<file path="config.mk">
export PLATFORM = sky130hd
export DESIGN_NAME = scaler_phase_calc
export DESIGN_NICKNAME = d
export VERILOG_FILES = /design/src/rtl/scp_pkg.sv /design/src/rtl/scp_operand_sel.sv /design/src/rtl/scp_restoring_div.sv /design/src/rtl/scaler_phase_calc.sv
export SDC_FILE = /design/constraint.sdc
export NUM_CORES = 1
export LEC_CHECK = 0
export ABC_AREA = 1
export BUFFER_PORTS_ARGS = -buffer_cell sky130_fd_sc_hd__buf_4
export CAP_MARGIN = 40
export CORE_MARGIN = 5
export CORE_UTILIZATION = 58
export DETAILED_ROUTE_END_ITERATION = 12
export PLACE_DENSITY = 0.78
export SLEW_MARGIN = 10
export SYNTH_ARGS = -nofsm -noshare
export SYNTH_HDL_FRONTEND = slang
export SYNTH_SLANG_ARGS = --single-unit
</file>
<file path="constraint.sdc">
create_clock -name clk -period 2.5 [get_ports clk]
set_input_delay 0.125 -clock clk [delete_from_list [all_inputs] [get_ports clk]]
set_output_delay 0.125 -clock clk [all_outputs]
set_load 0.02 [all_outputs]
</file>
<file path="src/rtl/scp_pkg.sv">
package scp_pkg;
  localparam int unsigned PHASE_BITS = 4;
  localparam int unsigned FRAC_BITS  = 12;
  localparam int unsigned SHIFT_TOTAL = PHASE_BITS + FRAC_BITS;
  // unsigned 16.16 ratio: fractional width equals the delta shift
  localparam int unsigned UP_FRAC = SHIFT_TOTAL;

  typedef enum logic [2:0] {
    OP_H_INIT  = 3'd0,
    OP_H_DELTA = 3'd1,
    OP_H_UP    = 3'd2,
    OP_V_INIT  = 3'd3,
    OP_V_DELTA = 3'd4,
    OP_V_UP    = 3'd5
  } scp_op_e;

  typedef enum logic [1:0] {
    S_IDLE  = 2'd0,
    S_ISSUE = 2'd1,
    S_WAIT  = 2'd2
  } scp_state_e;
endpackage

</file>
<file path="src/rtl/scp_operand_sel.sv">
module scp_operand_sel
  import scp_pkg::*;
#(
  parameter int unsigned SZW = 16,
  localparam int unsigned NW = SZW + SHIFT_TOTAL
) (
  input  scp_op_e        op,
  input  logic [SZW-1:0] src_w,
  input  logic [SZW-1:0] src_h,
  input  logic [SZW-1:0] dst_w,
  input  logic [SZW-1:0] dst_h,
  output logic [NW-1:0]  num,
  output logic [SZW-1:0] den
);
  logic [SZW-1:0] src_a, dst_a;
  logic           vert;

  assign vert  = (op == OP_V_INIT) || (op == OP_V_DELTA) || (op == OP_V_UP);
  assign src_a = vert ? src_h : src_w;
  assign dst_a = vert ? dst_h : dst_w;

  always_comb begin
    num = '0;
    den = dst_a;
    case (op)
      OP_H_INIT, OP_V_INIT: begin
        num[SZW+PHASE_BITS-1:0] = {src_a, {PHASE_BITS{1'b0}}};
        den = dst_a;
      end
      OP_H_DELTA, OP_V_DELTA: begin
        num = {src_a, {SHIFT_TOTAL{1'b0}}};
        den = dst_a;
      end
      default: begin
        num = {dst_a, {UP_FRAC{1'b0}}};
        den = src_a;
      end
    endcase
  end
endmodule

</file>
<file path="src/rtl/scp_restoring_div.sv">
module scp_restoring_div #(
  parameter int unsigned NW = 32,
  parameter int unsigned DW = 16,
  localparam int unsigned CW = $clog2(NW + 1)
) (
  input  logic          clk,
  input  logic          rst,
  input  logic          load,
  input  logic [NW-1:0] num,
  input  logic [DW-1:0] den,
  output logic [NW-1:0] quo,
  output logic          valid,
  output logic          busy
);
  logic [NW-1:0] work_q;
  logic [DW-1:0] rem_q, den_q;
  logic [CW-1:0] cnt_q;
  logic [DW:0]   trial, diff;
  logic          fits;

  assign trial = {rem_q, work_q[NW-1]};
  assign diff  = trial - {1'b0, den_q};
  assign fits  = trial >= {1'b0, den_q};
  assign quo   = work_q;

  always_ff @(posedge clk) begin
    if (rst) begin
      work_q <= '0;
      rem_q  <= '0;
      den_q  <= '0;
      cnt_q  <= '0;
      busy   <= 1'b0;
      valid  <= 1'b0;
    end else begin
      valid <= 1'b0;
      if (load) begin
        work_q <= num;
        den_q  <= den;
        rem_q  <= '0;
        cnt_q  <= CW'(NW);
        busy   <= 1'b1;
      end else if (busy) begin
        work_q <= {work_q[NW-2:0], fits};
        rem_q  <= fits ? diff[DW-1:0] : trial[DW-1:0];
        cnt_q  <= cnt_q - 1'b1;
        if (cnt_q == CW'(1)) begin
          busy  <= 1'b0;
          valid <= 1'b1;
        end
      end
    end
  end
endmodule

</file>
<file path="src/rtl/scaler_phase_calc.sv">
module scaler_phase_calc
  import scp_pkg::*;
#(
  parameter int unsigned SZW    = 16,
  parameter int unsigned PLANES = 4,
  localparam int unsigned NW  = SZW + SHIFT_TOTAL,
  localparam int unsigned IPW = SZW + PHASE_BITS
) (
  input  logic              clk,
  input  logic              rst,
  input  logic              start,
  input  logic [PLANES-1:0] plane_mask,
  input  logic [SZW-1:0]    src_w,
  input  logic [SZW-1:0]    src_h,
  input  logic [SZW-1:0]    dst_w,
  input  logic [SZW-1:0]    dst_h,
  output logic              scale_en,
  output logic [IPW-1:0]    h_init,
  output logic [IPW-1:0]    v_init,
  output logic [NW-1:0]     h_delta,
  output logic [NW-1:0]     v_delta,
  output logic [SZW-1:0]    h_up,
  output logic [SZW-1:0]    v_up,
  output logic              enh_en,
  output logic              reject,
  output logic              div_err,
  output logic              done
);
  scp_state_e     state_q;
  scp_op_e        op_q;
  logic [SZW-1:0] sw_q, sh_q, dw_q, dh_q;
  logic [NW-1:0]  div_num, div_quo;
  logic [SZW-1:0] div_den;
  logic           div_valid, div_busy, div_load;
  logic           mask_empty, mask_multi, size_zero, early_exit;
  logic [IPW-1:0] init_val;
  logic [SZW-1:0] up_val;
  logic           calc_busy;

  assign calc_busy  = (state_q != S_IDLE);
  assign mask_empty = (plane_mask == '0);
  assign mask_multi = ((plane_mask & (plane_mask - 1'b1)) != '0);
  assign size_zero  = (src_w == '0) || (src_h == '0) || (dst_w == '0) || (dst_h == '0);
  assign early_exit = mask_empty || mask_multi || size_zero;
  assign div_load   = (state_q == S_ISSUE);

  // ceil(q/2) == (q + 1) / 2 without a wider adder
  assign init_val = IPW'(div_quo[IPW-1:1]) + IPW'(div_quo[0]);
  assign up_val   = div_quo[NW-1:UP_FRAC];

  scp_operand_sel #(.SZW(SZW)) u_sel (
    .op(op_q), .src_w(sw_q), .src_h(sh_q), .dst_w(dw_q), .dst_h(dh_q),
    .num(div_num), .den(div_den)
  );

  scp_restoring_div #(.NW(NW), .DW(SZW)) u_div (
    .clk(clk), .rst(rst), .load(div_load), .num(div_num), .den(div_den),
    .quo(div_quo), .valid(div_valid), .busy(div_busy)
  );

  always_ff @(posedge clk) begin
    if (rst) begin
      state_q  <= S_IDLE;
      op_q     <= OP_H_INIT;
      sw_q     <= '0;
      sh_q     <= '0;
      dw_q     <= '0;
      dh_q     <= '0;
      scale_en <= 1'b0;
      h_init   <= '0;
      v_init   <= '0;
      h_delta  <= '0;
      v_delta  <= '0;
      h_up     <= '0;
      v_up     <= '0;
      enh_en   <= 1'b0;
      reject   <= 1'b0;
      div_err  <= 1'b0;
      done     <= 1'b0;
    end else begin
      done <= 1'b0;
      case (state_q)
        S_IDLE: begin
          if (start) begin
            sw_q <= src_w;
            sh_q <= src_h;
            dw_q <= dst_w;
            dh_q <= dst_h;
            if (early_exit) begin
              scale_en <= 1'b0;
              h_init   <= '0;
              v_init   <= '0;
              h_delta  <= '0;
              v_delta  <= '0;
              h_up     <= '0;
              v_up     <= '0;
              enh_en   <= 1'b0;
              reject   <= !mask_empty && mask_multi;
              div_err  <= !mask_empty && !mask_multi && size_zero;
              done     <= 1'b1;
            end else begin
              op_q    <= OP_H_INIT;
              state_q <= S_ISSUE;
            end
          end
        end
        S_ISSUE: state_q <= S_WAIT;
        S_WAIT: begin
          if (div_valid && !div_busy) begin
            case (op_q)
              OP_H_INIT:  h_init  <= init_val;
              OP_H_DELTA: h_delta <= div_quo;
              OP_H_UP:    h_up    <= up_val;
              OP_V_INIT:  v_init  <= init_val;
              OP_V_DELTA: v_delta <= div_quo;
              default:    v_up    <= up_val;
            endcase
            if (op_q == OP_V_UP) begin
              state_q  <= S_IDLE;
              done     <= 1'b1;
              scale_en <= 1'b1;
              reject   <= 1'b0;
              div_err  <= 1'b0;
              enh_en   <= (h_up >= SZW'(2)) || (up_val >= SZW'(2));
            end else begin
              op_q    <= scp_op_e'(op_q + 3'd1);
              state_q <= S_ISSUE;
            end
          end
        end
        default: state_q <= S_IDLE;
      endcase
    end
  end
endmodule

</file>
Word level (Yosys, flattened, before mapping)

Index checks and enable logic that the tools add are counted.

Register bits: 282
Input port bits: 71
Output and inout port bits: 141
Word-level logic and storage cells: 164

Add/sub/neg operators: 5
Order comparisons: 3
Equal/unequal tests: 20
Muxes and demuxes: 69
Bitwise logic cells: 2
Reductions and logical operators: 41

Operators with widths:

| operator                                                           | count |
|---|---|
| 2-to-1 mux 32 bit                                                  | 8 |
| 2-to-1 mux 16 bit                                                  | 10 |
| one-hot mux 32 bit (2 select lines)                                | 2 |
| 2-to-1 mux 20 bit                                                  | 6 |
| one-hot mux 20 bit (2 select lines)                                | 3 |
| zero test 16 bit                                                   | 4 |
| one-hot mux 16 bit (2 select lines)                                | 2 |
| AND reduction 5 bit                                                | 8 |
| greater-or-equal comparator 16 x 2 -> 1 bit, second input constant | 2 |
| one-hot mux 12 bit (2 select lines)                                | 1 |
| 2-to-1 mux 1 bit                                                   | 21 |
| adder 19 x 1 -> 20 bit                                             | 1 |
| greater-or-equal comparator 17 x 16 -> 1 bit                       | 1 |
| subtractor 16 bit                                                  | 1 |
| inequality test 2 bit, second input constant                       | 7 |
| 2-to-1 mux 3 bit                                                   | 4 |
| 2-to-1 mux 6 bit                                                   | 2 |
| inequality test 2 x 1 -> 1 bit, second input constant              | 5 |
| one-hot mux 1 bit (2 select lines)                                 | 5 |
| logical OR 1 bit                                                   | 8 |
| equality test 3 x 2 -> 1 bit, second input constant                | 2 |
| equality test 3 bit, second input constant                         | 2 |
| equality test 6 x 1 -> 1 bit, second input constant                | 1 |
| 2-to-1 mux 2 bit                                                   | 3 |
| 23 further kinds                                                   | 31 |

Depth between registers and ports, before layout

Depth after elaboration: 9
Mapped depth: 14
Mapped depth without buffers: 14

Modules after synthesis

From an unflattened synthesis, not the netlist that was laid out.

Cell total of the unflattened synthesis: 2297
Area total of the unflattened synthesis: 14986.9 µm²

By module, submodules not included:

| module            | times used | cells an instance | area each (µm²) | seq. area each (µm²) |
|---|---|---|---|---|
| scaler_phase_calc | 1          | 1412              | 9571.7          | 4204.0 |
| scp_restoring_div | 1          | 635               | 4235.3          | 1441.4 |
| scp_operand_sel   | 1          | 250               | 1179.9          | 0.0 |

Worst setup path after synthesis

No wires, ideal clock.

Kind: reg2reg
From: register u_div.den_q[7]
To: register u_div.rem_q[7]
Setup time: 132 ps
Arrival time: 1760 ps
Data required time: 2368 ps
Setup slack: 607 ps
Stages on the path, launching flop included: 13
Path buffers: 1
Clock period less this slack: 1893 ps
Cell sequence: dfxtp_1 -> inv_1 -> ha_1 -> nand2_1 -> nor2_1 -> nand3_1 -> nand3_1 -> nand2_1 -> nand2_2 -> buf_2 -> nand2_1 -> nand3_1 -> a21oi_1

Cells in the longest elaborated chain, start to end: 2
Elaborated cells on any way between the ends: 3
Classes of those cells: add/sub: 1; order compare: 1; mux: 1

RTL lines:

| item                                                                              | RTL line                                         | source |
|---|---|---|
| start: declaration                                                                | scp_restoring_div.sv:16                          | `logic [DW-1:0] rem_q, den_q;` |
| start signal: assignment                                                          | scp_restoring_div.sv:38                          | `den_q <= den;` |
| subtractor 16 bit or greater-or-equal comparator 17 x 16 -> 1 bit (tied branches) | scp_restoring_div.sv:22, scp_restoring_div.sv:23 |  |
| 2-to-1 mux 16 bit *                                                               | scp_restoring_div.sv:44                          | `rem_q <= fits ? diff[DW-1:0] : trial[DW-1:0];` |
| end signal: assignment                                                            | scp_restoring_div.sv:44                          |  |
| end: declaration                                                                  | scp_restoring_div.sv:16                          |  |

Every way passes the cells marked *; elsewhere a longest branch is shown, timed or not.
A chain may end at the register's enable or synchronous reset.

Final worst setup path

From: register op_q[0]
To: register u_div.den_q[4]

Cells in the longest elaborated chain, start to end: 5
Elaborated cells on any way between the ends: 11
Classes of those cells: eq/ne: 4; mux: 3; reduce/logical: 4

RTL lines:

| item                                                                | RTL line                                     | source |
|---|---|---|
| start: declaration                                                  | scaler_phase_calc.sv:30                      | `scp_op_e op_q;` |
| start signal: assignment                                            | scaler_phase_calc.sv:126                     | `op_q <= scp_op_e'(op_q + 3'd1);` |
| equality test 3 x 2 -> 1 bit or equality test 3 bit (tied branches) | scp_operand_sel.sv:18, scp_operand_sel.sv:25 |  |
| logical OR 1 bit (2 in series)                                      | scp_operand_sel.sv:18                        | `assign vert = (op == OP_V_INIT) \|\| (op == OP_V_DELTA) \|\| (op == OP_V_UP);` |
| 2-to-1 mux 16 bit, on equally long branches                         | scp_operand_sel.sv:19, scp_operand_sel.sv:20 |  |
| 2-to-1 mux 16 bit *                                                 | scp_operand_sel.sv:25                        | `case (op)` |

Marked as above.

==> results.yml <==
synthesis:
  ys.flop_type: "dfxtp_1"
  ys_ff_latch: 282
  syn-num-nets: 2413
  synth_top_area_frac: 0.386
  syn_avg_cell_area_sq_um: 6.32
  synth_cell_type_count: 40
  yosysSeqAreaShare: 0.386
  synth_top_cell_by_area: "dfxtp_1"
  yosys_warnings: 0
  yosysMostFrequentCell: "nand2_1"
  synth_area_leaders: "dfxtp_1, nand2_1, nor2_1"
  async_flop_share: 0
  synth.cell_area_sq_mm: 0.0146
  netlist_instances: 2316
  ys_top_cells_by_count: "nand2_1, nor2_1, inv_1, dfxtp_1, o21ai_0"
  synth_enable_flop_cells: 0
critical_path:
  cp.arrival_ps: 2700
  slowest_stage: "o21ai_0"
  worstSetupPathType: "register to register"
  worstSetupStartpointType: "register"
  cpPeakStageDelay_ps: 470
  cp_max_fo: 64
  cp.required_ps: 2920
  path_cells: "inv_1 -> ha_1 -> nand2_1 -> nand3_2 -> buf_12 -> o21ai_0 -> o22ai_1 -> nand2_1 -> o21ai_0"
  r2r-start: "op_q[0]$_SDFFE_PP0P_"
  cp-end-kind: "register"
  crit_path_start: "op_q[0]$_SDFFE_PP0P_"
sta:
  setup_tns_ps: 0
  whs_ps: 31.0
  setup_viol: 0
  rsz0062_at_grt: "false"
  drv_slew: 0
  finalCritPeriodShare: 0.910
  fmax_mhz: 440
  slew_headroom: 0.440
  min_period_ps: 2280
  max_slew.worst_pin.slew_ps: 840
  final_hold_viol_count: 0
  finalClockSkew_ps: 11.9
grt:
  grt_overflow: 0
  grt_max_degree: 132
  grtUsageMet3: 0.0511
  grt_util_met2: 0.546
  antenna_found_initial: 0
  grt_pass1_vias: 14300
  grt_busiest_layer: "met2"
  grt_use_total: 0.318
  grt_first_pass_wirelength_um: 74500
  grt_use_met1: 0.403
clocking:
  root_buffer: "clkbuf_16"
  cts.clk_slew.worst_paths_ps: 60
  cts_max_level: 1
  cts_max_path_buffers: 3
  cts_sinks: 282
  cts_inserted_buffers: 30
  postCtsHoldBufs: 64
  clock_latency_ps: 560
  cts_setup_buffers: 0
  postCtsResizedCells: 0
  tritoncts: "yes"
detailed_routing:
  drcViolationCount: 0
  drt-total-wl_um: 47000
  wire_per_inst_um: 16.2
  vias: 15400
  final_antenna_net_count: 0
  first_pass_iters: 9
  drt-initial-drc-count: 1558
  routed_via_density: 5.30
layout:
  drive_gt1_frac: 0.131
  antenna_cells: 0
  synthToLayoutAreaGrowth_pct: 24.4
  n_fill_cell: 2099
  fin_nets: 2648
  fin_area_sq_mm: 0.0182
floorplan:
  rows: 58
  core_sq_mm: 0.0250
  ioPinCount: 212
  die_area_sq_mm: 0.0285
  die_w_um: 169
  die_h_um: 169
  initial_core_util: 0.585
placement:
  port_buffers: 211
  place.gp.congestion: 0.977
  hpwl_um: 32100
  place_area_sq_mm: 0.0165
worst_hold_path:
  min_path_type: "input pin to register"
  hold_start: "rst"
pwr:
  power_leakage_nw: 8.99
  peakVddDrop_mv: 2.14
  power.density_mw_per_mm2: 1240
run_status:
  outcome: "complete, no violations"
run:
  drv_cap: 0
[cell families after synthesis]
group           synth area share
fa+ha+maj                 0.0227
xor+xnor                 0.00479
flops                      0.386
compound gates             0.106
simple gates               0.342
buf+inv                    0.138
[power breakdown]
group / switching [W] / internal (W)
Combinational: 0.00773 / 0.00415
Sequential: 0.000554 / 0.00535
Clock: 0.00182 / 0.00289
[through the flow]
| step | total power [W] | instances | worst slack [ps] | utilization |
|---|---|---|---|---|
| 2_1_floorplan | 0.0144 | 2316 | 607 | - |
| 3_3_place_gp | 0.0176 | 2784 | 309 | 0.659 |
| 3_5_place_dp | 0.0175 | 2785 | 318 | 0.660 |
| 4_1_cts | 0.0224 | 2902 | 261 | 0.727 |
| 5_1_grt | 0.0240 | 2902 | 90.8 | 0.727 |
| 6_report | 0.0225 | 2902 | 225 | 0.727 |
[layout make-up]
class                           count  area, sq um  share of cell area
Timing Repair Buffer              318         2610               0.143
Tap cell                          330          413              0.0227
Multi-Input combinational cell   1517         6970               0.383
Clock inverter                     11          155             0.00852
Clock buffer                       42          897              0.0493
Inverter                          402         1510              0.0831
Sequential cell                   282         5650               0.310
[worst max-delay path: cells and delay by family, from the launching register on]
kind	cells	cell delay (ps)
adders and majority gates	1	230
and+or+nand+nor	3	440
DFF	1	410
buffers and inverters	2	320
AOI/OAI and AO/OA	3	720
[cell usage in the layout (no fill, tap or decap), drive strengths merged]
master	netlist	layout
xnor2	5	5
nand3	83	83
bufinv	0	4
or2	5	5
o21ai	125	125
and2	2	2
dfxtp	282	282
nand3b	14	14
clkinv	3	10
nand2	592	592
inv	399	399
xor2	3	3
nor3b	1	1
a2bb2oi	7	7
a22oi	3	3
ha	25	25
fa	1	1
a31oi	15	15
nand4	90	90
dlygate4sd3	0	64
buf	48	254
clkbuf	67	42
o211ai	1	1
nor3	7	7
nor2	409	409
o221ai	5	5
a21oi	96	96
o21bai	1	1
o22ai	27	27
[flip-flops by register name (all words and copies together) (netlist names), 2 cells and up]
signal	flops
dh_q	16
dw_q	16
h_delta	32
h_init	20
h_up	16
op_q	3
sh_q	16
state_q	2
sw_q	16
u_div.cnt_q	6
u_div.den_q	16
u_div.quo	32
u_div.rem_q	16
v_delta	32
v_init	20
v_up	16
[metal layers]
layer	vias up	part of all wire	wire length [um]
met1	6934	0.40	18800
li1	7627	-	-
met3	130	0.079	3690
met2	691	0.48	22700
met4	0	0.038	1770
met5	-	0	0
[path summary, 6_finish.rpt]
check,to,slack (ps),depth (start not counted)
hold reg to reg,dh_q[14]$_SDFFE_PP0P_,450,2
hold / removal,enh_en$_SDFFE_PP0P_,30,2
setup / recovery,u_div.den_q[4]$_SDFFE_PP0P_,220,9
setup reg to reg,u_div.den_q[4]$_SDFFE_PP0P_,220,9
No activity file was read; power rests on OpenSTA's default activity.
